### src/rtl/prefix_seq_pkg.sv
`timescale 1ns/1ps
package prefix_seq_pkg;

    typedef enum logic [2:0] {
        OPC_NONE,
        OPC_WITH,
        OPC_ALT,
        OPC_TO,
        OPC_FROM,
        OPC_OTHER
    } opc_e;

    // encoding: bits [2:1] are the mode {alt2, alt1}, bit 0 is select pending
    typedef enum logic [2:0] {
        PS_M0  = 3'b000,
        PS_M0S = 3'b001,
        PS_M1  = 3'b010,
        PS_M1S = 3'b011,
        PS_M2  = 3'b100,
        PS_M2S = 3'b101,
        PS_M3  = 3'b110,
        PS_M3S = 3'b111
    } ps_e;

    localparam logic [3:0] GRP_TO   = 4'h1;
    localparam logic [3:0] GRP_WITH = 4'h2;
    localparam logic [3:0] GRP_FROM = 4'hB;
    localparam logic [7:0] OP_ALT1  = 8'h3D;
    localparam logic [7:0] OP_ALT2  = 8'h3E;
    localparam logic [7:0] OP_ALT3  = 8'h3F;

endpackage

### src/rtl/psq_decode.sv
`timescale 1ns/1ps
module psq_decode
    import prefix_seq_pkg::*;
#(
    parameter int OP_W  = 8,
    parameter int IDX_W = 4
) (
    input  logic [OP_W-1:0]  op,
    input  logic             valid,
    output opc_e             cls,
    output logic [IDX_W-1:0] nib,
    output logic [1:0]       alt_set
);
    localparam int GRP_LSB = OP_W - 4;

    logic [3:0] grp;

    always_comb begin
        grp     = op[OP_W-1:GRP_LSB];
        nib     = op[IDX_W-1:0];
        alt_set = 2'b00;
        cls     = OPC_NONE;
        if (valid) begin
            if (grp == GRP_WITH) begin
                cls = OPC_WITH;
            end else if (grp == GRP_TO) begin
                cls = OPC_TO;
            end else if (grp == GRP_FROM) begin
                cls = OPC_FROM;
            end else if (op == OP_ALT1 || op == OP_ALT2 || op == OP_ALT3) begin
                cls     = OPC_ALT;
                alt_set = op[1:0];
            end else begin
                cls = OPC_OTHER;
            end
        end
    end
endmodule

### src/rtl/psq_mode_fsm.sv
`timescale 1ns/1ps
module psq_mode_fsm
    import prefix_seq_pkg::*;
(
    input  logic       clk,
    input  logic       rst,
    input  opc_e       cls,
    input  logic [1:0] alt_set,
    output logic [1:0] mode,
    output logic       sel,
    output logic       move_to,
    output logic       move_from,
    output logic       clr
);
    ps_e        state, nxt;
    logic [1:0] cur_mode;
    logic       cur_sel;

    always_ff @(posedge clk) begin
        if (rst) state <= PS_M0;
        else     state <= nxt;
    end

    always_comb begin
        unique case (state)
            PS_M0:   begin cur_mode = 2'd0; cur_sel = 1'b0; end
            PS_M0S:  begin cur_mode = 2'd0; cur_sel = 1'b1; end
            PS_M1:   begin cur_mode = 2'd1; cur_sel = 1'b0; end
            PS_M1S:  begin cur_mode = 2'd1; cur_sel = 1'b1; end
            PS_M2:   begin cur_mode = 2'd2; cur_sel = 1'b0; end
            PS_M2S:  begin cur_mode = 2'd2; cur_sel = 1'b1; end
            PS_M3:   begin cur_mode = 2'd3; cur_sel = 1'b0; end
            PS_M3S:  begin cur_mode = 2'd3; cur_sel = 1'b1; end
            default: begin cur_mode = 2'd0; cur_sel = 1'b0; end
        endcase
    end

    always_comb begin
        nxt       = state;
        move_to   = 1'b0;
        move_from = 1'b0;
        clr       = 1'b0;
        unique case (cls)
            OPC_NONE: nxt = state;
            OPC_WITH: nxt = ps_e'({cur_mode, 1'b1});
            OPC_ALT:  nxt = ps_e'({cur_mode | alt_set, 1'b0});
            OPC_TO: begin
                if (cur_sel) begin
                    nxt     = PS_M0;
                    move_to = 1'b1;
                    clr     = 1'b1;
                end
            end
            OPC_FROM: begin
                if (cur_sel) begin
                    nxt       = PS_M0;
                    move_from = 1'b1;
                    clr       = 1'b1;
                end
            end
            OPC_OTHER: begin
                nxt = PS_M0;
                clr = 1'b1;
            end
            default: nxt = PS_M0;
        endcase
    end

    assign mode = cur_mode;
    assign sel  = cur_sel;


    alt_or_chk: assert property (@(posedge clk) disable iff (rst)
        (cls == OPC_ALT) |=> (!sel && ((mode & $past(alt_set)) == $past(alt_set))
                              && ((mode & ~$past(alt_set)) == ($past(mode) & ~$past(alt_set)))));


    other_clear_chk: assert property (@(posedge clk) disable iff (rst)
        (cls == OPC_OTHER) |=> (mode == 2'd0 && !sel));


    idle_hold_chk: assert property (@(posedge clk) disable iff (rst)
        (cls == OPC_NONE) |=> ($stable(mode) && $stable(sel)));


    with_sel_chk: assert property (@(posedge clk) disable iff (rst)
        (cls == OPC_WITH) |=> (sel && $stable(mode)));
endmodule

### src/rtl/psq_ptr_file.sv
`timescale 1ns/1ps
module psq_ptr_file
    import prefix_seq_pkg::*;
#(
    parameter int IDX_W = 4
) (
    input  logic             clk,
    input  logic             rst,
    input  opc_e             cls,
    input  logic             sel,
    input  logic             clr,
    input  logic [IDX_W-1:0] nib,
    output logic [IDX_W-1:0] src,
    output logic [IDX_W-1:0] dst
);
    localparam int NPTR    = 2;
    localparam int SRC_SEL = 0;

    logic [IDX_W-1:0] ptr_q [NPTR];

    for (genvar g = 0; g < NPTR; g++) begin : g_ptr
        localparam opc_e OWN_CLS = (g == SRC_SEL) ? OPC_FROM : OPC_TO;
        logic load;
        assign load = (cls == OPC_WITH) || ((cls == OWN_CLS) && !sel);
        always_ff @(posedge clk) begin
            if (rst || clr)  ptr_q[g] <= '0;
            else if (load)   ptr_q[g] <= nib;
        end
    end

    assign src = ptr_q[SRC_SEL];
    assign dst = ptr_q[1 - SRC_SEL];


    to_dst_chk: assert property (@(posedge clk) disable iff (rst)
        (cls == OPC_TO && !sel) |=> (dst == $past(nib) && $stable(src)));


    from_src_chk: assert property (@(posedge clk) disable iff (rst)
        (cls == OPC_FROM && !sel) |=> (src == $past(nib) && $stable(dst)));


    with_ptr_chk: assert property (@(posedge clk) disable iff (rst)
        (cls == OPC_WITH) |=> (src == $past(nib) && dst == $past(nib)));
endmodule

### src/rtl/prefix_seq.sv
`timescale 1ns/1ps
module prefix_seq
    import prefix_seq_pkg::*;
#(
    parameter int OP_W   = 8,
    parameter int IDX_W  = 4,
    parameter int DATA_W = 16
) (
    input  logic              clk,
    input  logic              rst,
    input  logic              op_valid,
    input  logic [OP_W-1:0]   op_byte,
    input  logic [DATA_W-1:0] mv_data,
    output logic [1:0]        mode,
    output logic              sel_pending,
    output logic [IDX_W-1:0]  src_idx,
    output logic [IDX_W-1:0]  dst_idx,
    output logic              wr_en,
    output logic [IDX_W-1:0]  wr_idx,
    output logic [IDX_W-1:0]  wr_from,
    output logic              flag_we,
    output logic              flag_ov,
    output logic              flag_s,
    output logic              flag_z
);
    localparam int OV_BIT = 7;
    localparam int S_BIT  = DATA_W - 1;

    opc_e             cls;
    logic [IDX_W-1:0] nib;
    logic [1:0]       alt_set;
    logic             move_to, move_from, clr;

    psq_decode #(.OP_W(OP_W), .IDX_W(IDX_W)) u_dec (
        .op(op_byte), .valid(op_valid), .cls(cls), .nib(nib), .alt_set(alt_set)
    );

    psq_mode_fsm u_fsm (
        .clk(clk), .rst(rst), .cls(cls), .alt_set(alt_set),
        .mode(mode), .sel(sel_pending),
        .move_to(move_to), .move_from(move_from), .clr(clr)
    );

    psq_ptr_file #(.IDX_W(IDX_W)) u_ptr (
        .clk(clk), .rst(rst), .cls(cls), .sel(sel_pending), .clr(clr),
        .nib(nib), .src(src_idx), .dst(dst_idx)
    );

    always_ff @(posedge clk) begin
        if (rst) begin
            wr_en   <= 1'b0;
            wr_idx  <= '0;
            wr_from <= '0;
            flag_we <= 1'b0;
            flag_ov <= 1'b0;
            flag_s  <= 1'b0;
            flag_z  <= 1'b0;
        end else begin
            wr_en   <= move_to || move_from;
            flag_we <= move_from;
            if (move_to) begin
                wr_idx  <= nib;
                wr_from <= src_idx;
            end else if (move_from) begin
                wr_idx  <= dst_idx;
                wr_from <= nib;
                flag_ov <= mv_data[OV_BIT];
                flag_s  <= mv_data[S_BIT];
                flag_z  <= (mv_data == '0);
            end
        end
    end


    wr_pulse_chk: assert property (@(posedge clk) disable iff (rst)
        wr_en |=> !wr_en);


    flag_needs_wr_chk: assert property (@(posedge clk) disable iff (rst)
        flag_we |-> wr_en);


    move_resets_chk: assert property (@(posedge clk) disable iff (rst)
        wr_en |-> (mode == 2'd0 && !sel_pending && src_idx == '0 && dst_idx == '0));


    from_flag_chk: assert property (@(posedge clk) disable iff (rst)
        (op_valid && op_byte[OP_W-1:OP_W-4] == GRP_FROM && sel_pending)
            |=> (flag_we && flag_z == ($past(mv_data) == '0)));
endmodule

### config.mk
export PLATFORM = sky130hd
export DESIGN_NAME = prefix_seq
export DESIGN_NICKNAME = d
export VERILOG_FILES = /design/src/rtl/prefix_seq_pkg.sv /design/src/rtl/psq_decode.sv /design/src/rtl/psq_mode_fsm.sv /design/src/rtl/psq_ptr_file.sv /design/src/rtl/prefix_seq.sv
export SDC_FILE = /design/constraint.sdc
export NUM_CORES = 1
export LEC_CHECK = 0
export ABC_AREA = 1
export BUFFER_PORTS_ARGS = -buffer_cell sky130_fd_sc_hd__buf_2
export CORE_UTILIZATION = 45
export CTS_BUF_LIST = sky130_fd_sc_hd__clkbuf_8
export DETAILED_ROUTE_END_ITERATION = 8
export PLACE_DENSITY = 0.77
export REMOVE_ABC_BUFFERS = 1
export SLEW_MARGIN = 20
export SYNTH_ARGS = -nofsm -noshare
export SYNTH_HDL_FRONTEND = slang
export SYNTH_SLANG_ARGS = --single-unit
### constraint.sdc
create_clock -name clk -period 1.43 [get_ports clk]
set_input_delay 0.143 -clock clk [delete_from_list [all_inputs] [get_ports clk]]
set_output_delay 0.143 -clock clk [all_outputs]
set_load 0.01 [all_outputs]
==> results.sh <==
export IMPL_critPathLaunchType="input port"
export IMPL_number_of_antenna_violations_at_the_first_check_in_global_routing=0
export IMPL_clockRootBuffer="clkbuf_8"
export IMPL_slack_of_the_critical_path_ns=0.176
export IMPL_cap_viol_max_count=0
export IMPL_synth_area_leaders="dfxtp_1 (28%), edfxtp_1 (18%), nand2_1 (9.9%)"
export IMPL_synth_enable_flop_cells=8
export IMPL_hold_path_cell_cnt=3
export IMPL_design_power_total_mw=1.47
export IMPL_initialDrtViolationCount=46
export IMPL_hold_start="mv_data[7]"
export IMPL_finalHoldViolCount=0
export IMPL_r2r_slack_ns=0.19
export IMPL_synth_top_area_frac=0.280
export IMPL_io_pin_count=51
export IMPL_synthesized_instance_count=175
export IMPL_report_final_setup_viol=0
export IMPL_vias_per_cell=4.92
export IMPL_max_clock_path_buffers=2
export IMPL_area_growth_from_synthesis_to_final_layout_pct=30.6
export IMPL_floorplan_initialDensity=0.484
export IMPL_ys_warn_count=0
export IMPL_cts_htree_levels=1
export IMPL_hpwlAfterDp_um=2420
export IMPL_worstPathMaxFanout=4
export IMPL_violations="DRC"
export IMPL_cp_arrival_ns=1.25
export IMPL_synthesis_area_um2=1360
export IMPL_synth_area_per_cell_um2=7.76
export IMPL_cellPowerDensity_nw_per_um2=826
export IMPL_synth_yosys_seq_area_share=0.457
export IMPL_yosysMostFrequentCell="nand2_1"
export IMPL_diodes=0
export IMPL_floorplan_core_area_um2=2810
export IMPL_grt_first_pass_wirelength_um=4720
export IMPL_req_time_crit_path_ns=1.42
export IMPL_track_usage=0.187
export IMPL_die_width_um=57.0
export IMPL_io_buffer_count=50
export IMPL_placed_cell_area_um2=1730
export IMPL_cts_setup_buffers=0
export IMPL_fin_worst_hold_slack_ns=0.135
export IMPL_worst_r2r_cell_count=3
export IMPL_routedWlPerCell_um=11.1
export IMPL_synth_ff_type="dfxtp_1"
export IMPL_synthArstFlopShare=0
export IMPL_synth_cells_most_frequent="nand2_1 (36), inv_1 (24), nor2_1 (24)"
export IMPL_hold_crit_path_type="input port to flip-flop"
export IMPL_unrepaired_setup_endpoints_after_global_routing="no"
export IMPL_worstHoldEndpoint="flag_ov"
export IMPL_postRouteAntennaNets=0
export IMPL_dieHeight_um=57.0
export IMPL_design_final_nets=267
export IMPL_detailroute_via_count=1329
export IMPL_period_minus_slack_ns=1.25
export IMPL_clkTransAtPathRegs_ns=0.09
export IMPL_post_route_cell_area_um2=1770
export IMPL_placement_setup_worst_slack_ns=-0.131
export IMPL_first_global_vias=1082
export IMPL_critical_path_reg2reg_startpoint="u_fsm.sel"
export IMPL_cell_total_after_placement=266
export IMPL_vdd_ir_drop_max_mv=0.661
export IMPL_first_pass_iters=6
export IMPL_final_max_slew_viol_count=0
export IMPL_ys_types=21
export IMPL_cts_tree="built"
export IMPL_path_class="input port to flip-flop"
export IMPL_place_congestion=0.909
export IMPL_post_route_period_util=0.877
export IMPL_worst_r2r_endpoint="u_ptr.ptr_q[0][0]"
export IMPL_slew_of_the_pin_with_the_lowest_slew_margin_ns=0.244
export IMPL_grt_start_max_net_pins=17
export IMPL_post_route_drc_count=8
export IMPL_cts_hold_repair_buffers=0
export IMPL_fillers=256
export IMPL_clock_sinks=27
export IMPL_cellLeakagePower_nw=0.934
export IMPL_synth_top_area_cell="dfxtp_1"
export IMPL_detail_route_wirelength_um=2990
export IMPL_finClkSkew_ns=0.00168
export IMPL_timing_critical_path_to_type="flip-flop"
export IMPL_yosys_register_bits=27
export IMPL_fin_cells=270
export IMPL_numCtsBuffers=3
export IMPL_worst_max_slew_margin_expressed_relative_to_the_limit=0.836
export IMPL_std_cell_rows=19
export IMPL_design_die_area_um2=3240
export IMPL_drive_gt1_frac=0.368
export IMPL_outcome="finished, violations left"
export IMPL_max_freq_mhz=797
export IMPL_grt_overflow_total=0
export IMPL_worst_skew_pair_late_latency_ns=0.27
cells in the final DEF (no fill, tap or decap):
master / count
nand2_1: 36
dfxtp_2: 1
nand3_2: 2
o21ai_0: 3
nor2_4: 3
nand4_4: 1
nand4_1: 9
dfxtp_1: 18
nand2_4: 2
nand3_1: 12
a21oi_1: 13
inv_1: 24
clkbuf_8: 3
nand2_2: 6
nor2_2: 4
edfxtp_1: 8
nand3_4: 1
inv_4: 1
nor2_1: 24
buf_2: 50
nor4_1: 4
inv_2: 1
buf_4: 13
cell families (layout without fill, tap and decap cells):
group,count (synthesis),count (layout),share of synthesized area
buffers and inverters,28,92,0.0838
AO/OA/AOI/OAI,16,16,0.0589
AND/OR/NAND/NOR,104,104,0.401
flip-flops,27,27,0.457
flip-flops by register name, summed over array words and instances (netlist names):
register / flops
u_ptr.ptr_q: 8
flag_ov: 1
wr_idx: 4
wr_from: 4
flag_z: 1
flag_s: 1
u_fsm.mode: 2
u_fsm.sel: 1
u_fsm.state: 3
wr_en: 1
flag_we: 1
stage by stage:
stage | util | TNS, ns
after global placement | 0.615 | -0.716
after CTS | 0.632 | 0
after detailed placement | 0.615 | -1.03
after floorplan | - | -0.000668
after global routing | 0.632 | 0
final | 0.632 | 0
critical path, cell delays in order:
cell and delay, ns:
buf_2 0.11, inv_1 0.06, nand2_1 0.06, nor2_2 0.18
inv_1 0.07, nand2_2 0.10, nor2_4 0.05, nand2_1 0.05
nand2_1 0.08, nor2_4 0.15, nand3_1 0.18
report_power, final:
| group | leakage (nW) | switching (mW) | total [mW] | internal (mW) |
|---|---|---|---|---|
| combinational | 0.666 | 0.117 | 0.201 | 0.0840 |
| sequential | 0.243 | 0.0161 | 0.832 | 0.816 |
| clock | 0.0260 | 0.235 | 0.434 | 0.199 |
how the worst max path moves through the flow:
stage | to | cells past startpoint | startpoint | slack, ns
floorplan | u_ptr.ptr_q[1][0] | 9 | op_byte[0] | -0.00009
global placement | u_ptr.ptr_q[1][0] | 11 | op_byte[5] | -0.1
detailed placement | u_ptr.ptr_q[1][0] | 11 | op_byte[5] | -0.13
CTS | u_fsm.state[2] | 6 | u_fsm.sel | 0.11
global route | u_ptr.ptr_q[1][2] | 11 | op_byte[5] | 0.03
finish | u_ptr.ptr_q[1][0] | 11 | op_byte[5] | 0.18
area by class of cell:
class,instances,area (um2),area share
Clock buffer,3,41.3,0.0233
Tap cell,31,38.8,0.0219
Inverter,25,93.8,0.0529
Multi-Input combinational cell,120,624,0.352
Sequential cell,27,622,0.350
Timing Repair Buffer,63,348,0.196
Clock inverter,1,6.26,0.00353
per-layer routing:
layer | part of all wire | global-route usage | vias up
li1 | - | - | 700
met3 | 0.045 | 0.0317 | 5
met4 | 0.010 | 0.0627 | 0
met5 | 0 | 0 | -
met2 | 0.49 | 0.306 | 30
met1 | 0.46 | 0.253 | 594
repair_timing:
action	4_1_cts	5_1_grt
resized for setup	0	1
endpoints found under the setup margin	0	10
endpoints found under the hold margin	0	0
Power figures use the tool's default switching activity.
